**src/rtl/msr_rtr_pkg.sv**
```systemverilog
package msr_rtr_pkg;

    localparam int IDX_W   = 32;
    localparam int DATA_W  = 64;
    localparam int PRIV_W  = 2;
    localparam int VA_BITS = 48;

    localparam logic [IDX_W-1:0] IDX_FEAT_CTL   = 32'h0000_003A;
    localparam logic [IDX_W-1:0] IDX_SYS_TARGET = 32'hC000_0082;
    localparam logic [IDX_W-1:0] APIC_WIN_LO    = 32'h0000_0800;
    localparam logic [IDX_W-1:0] APIC_WIN_HI    = 32'h0000_0BFF;

    typedef enum logic [2:0] {
        TGT_PRIV_DENY,
        TGT_APIC,
        TGT_APIC_DENY,
        TGT_FEAT_CTL,
        TGT_SYS_TARGET,
        TGT_CAP,
        TGT_UNKNOWN
    } target_e;

    typedef struct packed {
        logic [31:0] hi;
        logic [31:0] lo;
    } word64_t;

    function automatic logic is_canonical(input logic [DATA_W-1:0] v);
        logic [DATA_W-VA_BITS:0] top;
        top = v[DATA_W-1:VA_BITS-1];
        return (&top) | (~|top);
    endfunction

    function automatic logic [DATA_W-1:0] cap_word(input int unsigned k);
        return {32'h5A5A_0000 + k[31:0], 32'h0000_0F00 + k[31:0]};
    endfunction

endpackage

```
**src/rtl/msr_rtr_decode.sv**
```systemverilog
module msr_rtr_decode
    import msr_rtr_pkg::*;
#(
    parameter logic [31:0] CAP_BASE = 32'h0000_0480,
    parameter int          NUM_CAPS = 4,
    localparam int         SEL_W    = (NUM_CAPS > 1) ? $clog2(NUM_CAPS) : 1
) (
    input  logic [IDX_W-1:0]  index,
    input  logic [PRIV_W-1:0] priv,
    input  logic              feat_x2apic,
    input  logic              x2_mode,
    input  logic              feat_sysc,
    input  logic              feat_virt,
    output target_e           target,
    output logic [SEL_W-1:0]  cap_sel
);
    localparam logic [IDX_W-1:0] CAP_END = CAP_BASE + NUM_CAPS;

    logic             in_window;
    logic             in_caps;
    logic [IDX_W-1:0] cap_off;

    assign in_window = (index >= APIC_WIN_LO) && (index <= APIC_WIN_HI);
    assign in_caps   = (index >= CAP_BASE) && (index < CAP_END);
    assign cap_off   = index - CAP_BASE;
    assign cap_sel   = cap_off[SEL_W-1:0];

    always_comb begin
        if (priv != '0)
            target = TGT_PRIV_DENY;
        else if (feat_x2apic && in_window)
            target = x2_mode ? TGT_APIC : TGT_APIC_DENY;
        else if (index == IDX_FEAT_CTL)
            target = feat_virt ? TGT_FEAT_CTL : TGT_UNKNOWN;
        else if (index == IDX_SYS_TARGET)
            target = feat_sysc ? TGT_SYS_TARGET : TGT_UNKNOWN;
        else if (in_caps)
            target = feat_virt ? TGT_CAP : TGT_UNKNOWN;
        else
            target = TGT_UNKNOWN;
    end
endmodule

```
**src/rtl/msr_rtr_store.sv**
```systemverilog
module msr_rtr_store
    import msr_rtr_pkg::*;
(
    input  logic              clk,
    input  logic              rst,
    input  logic              valid,
    input  logic              write,
    input  target_e           target,
    input  logic [DATA_W-1:0] wdata,
    output logic [31:0]       feat_ctl,
    output logic [DATA_W-1:0] sys_target,
    output logic              reject
);
    logic hit_ctl;
    logic hit_tgt;
    logic ctl_ok;
    logic tgt_ok;

    assign hit_ctl = valid && write && (target == TGT_FEAT_CTL);
    assign hit_tgt = valid && write && (target == TGT_SYS_TARGET);
    assign ctl_ok  = !feat_ctl[0];
    assign tgt_ok  = is_canonical(wdata);
    assign reject  = (hit_ctl && !ctl_ok) || (hit_tgt && !tgt_ok);

    always_ff @(posedge clk) begin
        if (rst) begin
            feat_ctl   <= '0;
            sys_target <= '0;
        end else begin
            if (hit_ctl && ctl_ok)
                feat_ctl <= wdata[31:0];
            if (hit_tgt && tgt_ok)
                sys_target <= wdata;
        end
    end

    AST_LOCK_STICKY: assert property (@(posedge clk) disable iff (rst)
        feat_ctl[0] |=> $stable(feat_ctl));

    AST_TARGET_CANONICAL: assert property (@(posedge clk) disable iff (rst)
        (&sys_target[63:47]) || (~|sys_target[63:47]));
endmodule

```
**src/rtl/msr_router.sv**
```systemverilog
module msr_router
    import msr_rtr_pkg::*;
#(
    parameter logic [31:0] CAP_BASE = 32'h0000_0480,
    parameter int          NUM_CAPS = 4
) (
    input  logic        clk,
    input  logic        rst,
    input  logic        req_valid,
    input  logic        req_write,
    input  logic [31:0] req_index,
    input  logic [31:0] wr_hi,
    input  logic [31:0] wr_lo,
    input  logic [1:0]  req_priv,
    input  logic        feat_x2apic,
    input  logic        feat_sysc,
    input  logic        feat_virt,
    input  logic        ignore_unknown,
    input  logic        apic_x2_mode,
    output logic        apic_req,
    output logic        apic_we,
    output logic [31:0] apic_index,
    output logic [63:0] apic_wdata,
    input  logic [63:0] apic_rdata,
    input  logic        apic_fault,
    output logic        rsp_done,
    output logic        rsp_fault,
    output logic [31:0] rd_hi,
    output logic [31:0] rd_lo
);
    localparam int SEL_W = (NUM_CAPS > 1) ? $clog2(NUM_CAPS) : 1;

    target_e           target;
    logic [SEL_W-1:0]  cap_sel;
    logic [31:0]       feat_ctl;
    logic [DATA_W-1:0] sys_target;
    logic              store_reject;
    logic [DATA_W-1:0] wdata;
    logic [DATA_W-1:0] cap_rom [NUM_CAPS];
    logic              nxt_fault;
    word64_t           nxt_data;
    word64_t           rsp_data;

    assign wdata = {wr_hi, wr_lo};

    for (genvar k = 0; k < NUM_CAPS; k++) begin : g_cap
        assign cap_rom[k] = cap_word(k);
    end

    msr_rtr_decode #(.CAP_BASE(CAP_BASE), .NUM_CAPS(NUM_CAPS)) u_dec (
        .index       (req_index),
        .priv        (req_priv),
        .feat_x2apic (feat_x2apic),
        .x2_mode     (apic_x2_mode),
        .feat_sysc   (feat_sysc),
        .feat_virt   (feat_virt),
        .target      (target),
        .cap_sel     (cap_sel)
    );

    msr_rtr_store u_store (
        .clk        (clk),
        .rst        (rst),
        .valid      (req_valid),
        .write      (req_write),
        .target     (target),
        .wdata      (wdata),
        .feat_ctl   (feat_ctl),
        .sys_target (sys_target),
        .reject     (store_reject)
    );

    assign apic_req   = req_valid && (target == TGT_APIC);
    assign apic_we    = apic_req && req_write;
    assign apic_index = req_index;
    assign apic_wdata = wdata;

    always_comb begin
        nxt_fault = 1'b0;
        nxt_data  = '0;
        unique case (target)
            TGT_PRIV_DENY, TGT_APIC_DENY: nxt_fault = 1'b1;
            TGT_APIC: begin
                nxt_fault = apic_fault;
                if (!req_write && !apic_fault) nxt_data = apic_rdata;
            end
            TGT_FEAT_CTL: begin
                nxt_fault = store_reject;
                if (!req_write) nxt_data = {32'h0, feat_ctl};
            end
            TGT_SYS_TARGET: begin
                nxt_fault = store_reject;
                if (!req_write) nxt_data = sys_target;
            end
            TGT_CAP: begin
                nxt_fault = req_write;
                if (!req_write) nxt_data = cap_rom[cap_sel];
            end
            default: nxt_fault = !ignore_unknown;
        endcase
    end

    always_ff @(posedge clk) begin
        if (rst) begin
            rsp_done  <= 1'b0;
            rsp_fault <= 1'b0;
            rsp_data  <= '0;
        end else begin
            rsp_done  <= req_valid;
            rsp_fault <= req_valid && nxt_fault;
            rsp_data  <= req_valid ? nxt_data : '0;
        end
    end

    assign rd_hi = rsp_data.hi;
    assign rd_lo = rsp_data.lo;

    AST_PRIV_FAULT: assert property (@(posedge clk) disable iff (rst)
        (req_valid && req_priv != 2'd0) |=> (rsp_done && rsp_fault));

    AST_FAULT_ZERO_DATA: assert property (@(posedge clk) disable iff (rst)
        rsp_fault |-> (rd_hi == 32'h0 && rd_lo == 32'h0));

    AST_APIC_GATED: assert property (@(posedge clk) disable iff (rst)
        apic_req |-> (req_priv == 2'd0 && feat_x2apic && apic_x2_mode));

    AST_CAP_WRITE_FAULT: assert property (@(posedge clk) disable iff (rst)
        (req_valid && req_write && target == TGT_CAP) |=> rsp_fault);

    AST_DONE_FOLLOWS: assert property (@(posedge clk) disable iff (rst)
        req_valid |=> rsp_done);

    AST_DONE_IDLE: assert property (@(posedge clk) disable iff (rst)
        !req_valid |=> !rsp_done);
endmodule

```
**config.mk**
```make
export PLATFORM = sky130hd
export DESIGN_NAME = msr_router
export DESIGN_NICKNAME = d
export VERILOG_FILES = /design/src/rtl/msr_rtr_pkg.sv /design/src/rtl/msr_rtr_decode.sv /design/src/rtl/msr_rtr_store.sv /design/src/rtl/msr_router.sv
export SDC_FILE = /design/constraint.sdc
export NUM_CORES = 1
export LEC_CHECK = 0
export CAP_MARGIN = 20
export CORE_UTILIZATION = 36
export CTS_CLUSTER_DIAMETER = 60
export DETAILED_ROUTE_END_ITERATION = 12
export PLACE_DENSITY = 0.73
export SKIP_LAST_GASP = 1
export SLEW_MARGIN = 40
export SYNTH_ARGS = -nofsm -noshare
export SYNTH_HDL_FRONTEND = slang
export SYNTH_SLANG_ARGS = --single-unit
```
**constraint.sdc**
```tcl
create_clock -name clk -period 3.1 [get_ports clk]
set_input_delay 0.465 -clock clk [delete_from_list [all_inputs] [get_ports clk]]
set_output_delay 0.465 -clock clk [all_outputs]
set_load 0.02 [all_outputs]
```
==> run_summary.xml <==
<?xml version="1.0" encoding="UTF-8"?>
<metrics>
  <group name="setup_path">
    <metric name="timing.critical_path.fanout_max" unit="">3</metric>
    <metric name="crit_path_start_kind" unit="">input pin</metric>
    <metric name="crit_type" unit="">in2out</metric>
    <metric name="worst-r2r-setup-slack" unit="ns">1.76</metric>
    <metric name="end_kind" unit="">output port</metric>
    <metric name="worstPathArrival" unit="ns">2.45</metric>
    <metric name="crit_required" unit="ns">2.63</metric>
  </group>
  <group name="worst_hold_path">
    <metric name="hold_path_class" unit="">in2reg</metric>
  </group>
  <group name="power_and_ir_drop">
    <metric name="comb_power_share" unit="%">11.5</metric>
    <metric name="p_leak" unit="nW">3.51</metric>
    <metric name="switching_share" unit="%">23.8</metric>
    <metric name="cell_internal_pwr" unit="W">0.00356</metric>
    <metric name="power_frac_clock" unit="%">44.0</metric>
    <metric name="share_seq_of_total_power" unit="%">44.5</metric>
    <metric name="power.net_switching" unit="W">0.00112</metric>
    <metric name="worst_case_vdd_ir_drop" unit="V">0.000349</metric>
    <metric name="power_per_cell_area" unit="nW/µm²">445</metric>
  </group>
  <group name="sta">
    <metric name="period_needed" unit="ns">2.91</metric>
    <metric name="finalHoldWorstSlack" unit="ns">0.244</metric>
    <metric name="worst_slew_margin_rel" unit="%">49.5</metric>
    <metric name="finalHoldViolations" unit="">0</metric>
    <metric name="setup_viol" unit="">0</metric>
    <metric name="finalCritPeriodShare" unit="%">94.0</metric>
    <metric name="worstMarginPinSlew" unit="ns">0.758</metric>
    <metric name="maxSlewViolCount" unit="">0</metric>
    <metric name="clock.fmax" unit="GHz">0.343</metric>
    <metric name="skew" unit="ns">0.00924</metric>
    <metric name="setup_repair_after_global_routing_missed_its_margin" unit="">false</metric>
    <metric name="final.setup.worst_slack" unit="ns">0.186</metric>
  </group>
  <group name="floorplan">
    <metric name="top_level_ports" unit="">336</metric>
    <metric name="site_rows" unit="">49</metric>
    <metric name="floorplan.die_area" unit="µm²">19400</metric>
    <metric name="die_height" unit="µm">139</metric>
    <metric name="initial_utilization" unit="%">37.3</metric>
    <metric name="core_footprint" unit="µm²">18200</metric>
    <metric name="fp.dieW" unit="µm">139</metric>
  </group>
  <group name="route">
    <metric name="antenna_violating_nets_post_route" unit="">0</metric>
    <metric name="detailedRoute.firstPassIterationCount" unit="">5</metric>
    <metric name="routed_wl" unit="mm">22.2</metric>
    <metric name="drc" unit="">0</metric>
    <metric name="detailroute.via_count" unit="">6486</metric>
    <metric name="viasPerCell" unit="">5.12</metric>
    <metric name="drt-wirelength-per-cell" unit="µm">17.5</metric>
    <metric name="drtIter0Drc" unit="">413</metric>
  </group>
  <group name="place">
    <metric name="hpwl" unit="mm">15.7</metric>
    <metric name="gp_routability_congestion" unit="">0.898</metric>
    <metric name="dpl_worst_slack" unit="ns">-0.0935</metric>
    <metric name="port-buffer-count" unit="">335</metric>
  </group>
  <group name="layout">
    <metric name="numnets_final" unit="">1197</metric>
    <metric name="most-common-layout-cells" unit="">332 x clkdlybuf4s50_1, 162 x dfxtp_1, 146 x nand2_1</metric>
    <metric name="area_growth" unit="%">54.7</metric>
    <metric name="fillers" unit="">1601</metric>
    <metric name="ff_latch_area" unit="µm²">3240</metric>
    <metric name="final_core_utilization" unit="%">57.7</metric>
    <metric name="proportion_of_layout_cells_with_a_drive_suffix_above_1" unit="%">8.29</metric>
    <metric name="multi_input_comb_area" unit="µm²">2620</metric>
    <metric name="layout.cells.most_common" unit="">clkdlybuf4s50_1</metric>
    <metric name="antenna_cells" unit="">0</metric>
  </group>
  <group name="global_routing">
    <metric name="antenna_violations_before_repair" unit="">0</metric>
    <metric name="first_global_vias" unit="">6273</metric>
    <metric name="pin_count_of_the_biggest_net_entering_global_routing" unit="">96</metric>
    <metric name="grt_util_all_layers" unit="%">22.7</metric>
    <metric name="globalRoute.totalOverflow" unit="">0</metric>
    <metric name="grt_first_pass_wirelength" unit="mm">34.5</metric>
  </group>
  <group name="yosys">
    <metric name="avgSynthCellArea" unit="µm²">8.70</metric>
    <metric name="postSynthCellCount" unit="">781</metric>
    <metric name="syn_nets" unit="">953</metric>
    <metric name="synth.cell_area" unit="µm²">6790</metric>
    <metric name="synth-seq-area-share" unit="%">47.8</metric>
    <metric name="flops_latches_synth" unit="">162</metric>
    <metric name="synth.lib_cells_used.distinct" unit="">41</metric>
    <metric name="synth.yosys.warnings" unit="">0</metric>
  </group>
  <group name="outcome">
    <metric name="status" unit="">finished, final reports clean</metric>
  </group>
  <group name="cts">
    <metric name="cts_buffer_depth" unit="">2</metric>
    <metric name="clock_latency" unit="ns">0.42</metric>
    <metric name="cts_max_level" unit="">4</metric>
    <metric name="cts_made_buffers" unit="">17</metric>
    <metric name="cts_root_buf" unit="">clkbuf_16</metric>
    <metric name="post-cts-setup-buffer-count" unit="">0</metric>
    <metric name="cts.hold.buffers_added" unit="">0</metric>
    <metric name="clk_transition_reported_paths" unit="ns">0.06</metric>
    <metric name="clock_sinks" unit="">162</metric>
    <metric name="cts_tree" unit="">yes</metric>
  </group>
  <group name="job">
    <metric name="drv.max_cap_violation_count" unit="">0</metric>
  </group>
</metrics>
[critical path, cell delays in order]
cell	delay (ns)
clkdlybuf4s50_1	0.44
or4_4	0.56
or4b_4	0.53
nor2_1	0.12
dlygate4sd2_1	0.34
[stage by stage]
step                total power (W)  instance area [µm²]  cells  setup TNS, ns
floorplan                   0.00234                 6790    781              0
finish                      0.00468                10500   1267              0
global route                0.00483                10500   1267              0
global placement            0.00267                 9920   1235        -0.0657
CTS                         0.00472                10500   1267              0
detailed placement          0.00267                 9930   1235         -0.319
[sequential cells by signal, indices dropped and copies added, names as in the netlist]
register,flops
u_store.sys_target,64
rd_hi,32
rd_lo,32
u_store.feat_ctl,32
rsp_done,1
rsp_fault,1
[power by group through the flow]
stage / Clock (W) / Combinational (W) / Sequential, W
after global routing: 0.00219 / 0.000561 / 0.00208
after floorplan: 0 / 0.000213 / 0.00213
after global placement: 0 / 0.000537 / 0.00213
after detailed placement: 0 / 0.000537 / 0.00213
final: 0.00206 / 0.000539 / 0.00208
after CTS: 0.00210 / 0.000540 / 0.00208
[path summary, 6_finish.rpt]
path,start,end,depth (start not counted)
setup / recovery,req_index[15],apic_we,5
hold / removal,rst,u_store.sys_target[62]$_SDFFE_PP0P_,2
setup reg to reg,u_store.feat_ctl[0]$_SDFFE_PP0P_,u_store.feat_ctl[12]$_SDFFE_PP0P_,4
hold reg to reg,u_store.sys_target[40]$_SDFFE_PP0P_,u_store.sys_target[40]$_SDFFE_PP0P_,2
[layout make-up]
| class | instances | share of cell area (%) |
|---|---|---|
| clock buffers | 19 | 4.31 |
| clock inverters | 13 | 1.19 |
| inverters | 3 | 0.107 |
| multi-input cells | 469 | 24.9 |
| flip-flops and latches | 162 | 30.9 |
| well taps | 229 | 2.73 |
| repair buffers | 372 | 35.9 |
[timing repair]
item	CTS	global route
endpoints found under the setup margin	1	1
pin swaps	0	0
resized for setup	1	1
[cells by family (layout without fill, tap and decap cells)]
logic type	Yosys count	in the layout	synth area share, %
and+or+nand+nor	281	281	17.7
muxes	31	31	4.57
AOI/OAI and AO/OA	157	157	15.8
buffers and inverters	150	407	14.1
DFF	162	162	47.8
[routing by layer]
layer | up-vias | GRT usage (%) | wire, µm
met3 | 21 | 5.88 | 1870
met5 | - | 0 | 0
met2 | 335 | 39.7 | 10900
met4 | 0 | 6.61 | 280
met1 | 3030 | 27.3 | 9140
li1 | 3100 | - | -
[cells in the mapped netlist]
master / n / area [µm²]
a21o_1: 1 / 7.51
or2_1: 1 / 6.26
buf_4: 96 / 721
or4_1: 2 / 15.0
o21ai_0: 1 / 5.00
a32o_1: 1 / 10.0
nor3_1: 4 / 20.0
nor3b_1: 1 / 7.51
nor2_1: 91 / 342
a211o_1: 1 / 8.76
a22o_1: 3 / 26.3
a21oi_2: 6 / 52.6
and4_1: 4 / 35.0
a222oi_1: 21 / 210
a21oi_1: 72 / 360
or4b_4: 1 / 13.8
and3_1: 6 / 37.5
buf_6: 2 / 22.5
nand3_1: 4 / 20.0
nand3b_1: 1 / 7.51
or4_4: 1 / 11.3
a211oi_1: 4 / 30.0
nor2b_1: 1 / 6.26
nand2_1: 146 / 548
a211oi_2: 1 / 12.5
nand4b_1: 1 / 8.76
or4b_2: 1 / 10.0
nand4_1: 6 / 37.5
nor4_4: 1 / 21.3
or3_1: 1 / 6.26
a221oi_1: 9 / 78.8
and2_1: 2 / 12.5
dfxtp_1: 162 / 3240
mux2i_1: 31 / 310
inv_1: 3 / 11.3
o21ai_1: 1 / 5.00
clkbuf_1: 32 / 120
a31oi_1: 2 / 12.5
buf_2: 17 / 85.1
a22oi_1: 34 / 255
nor4_1: 6 / 37.5
Power figures use the tool's default switching activity.
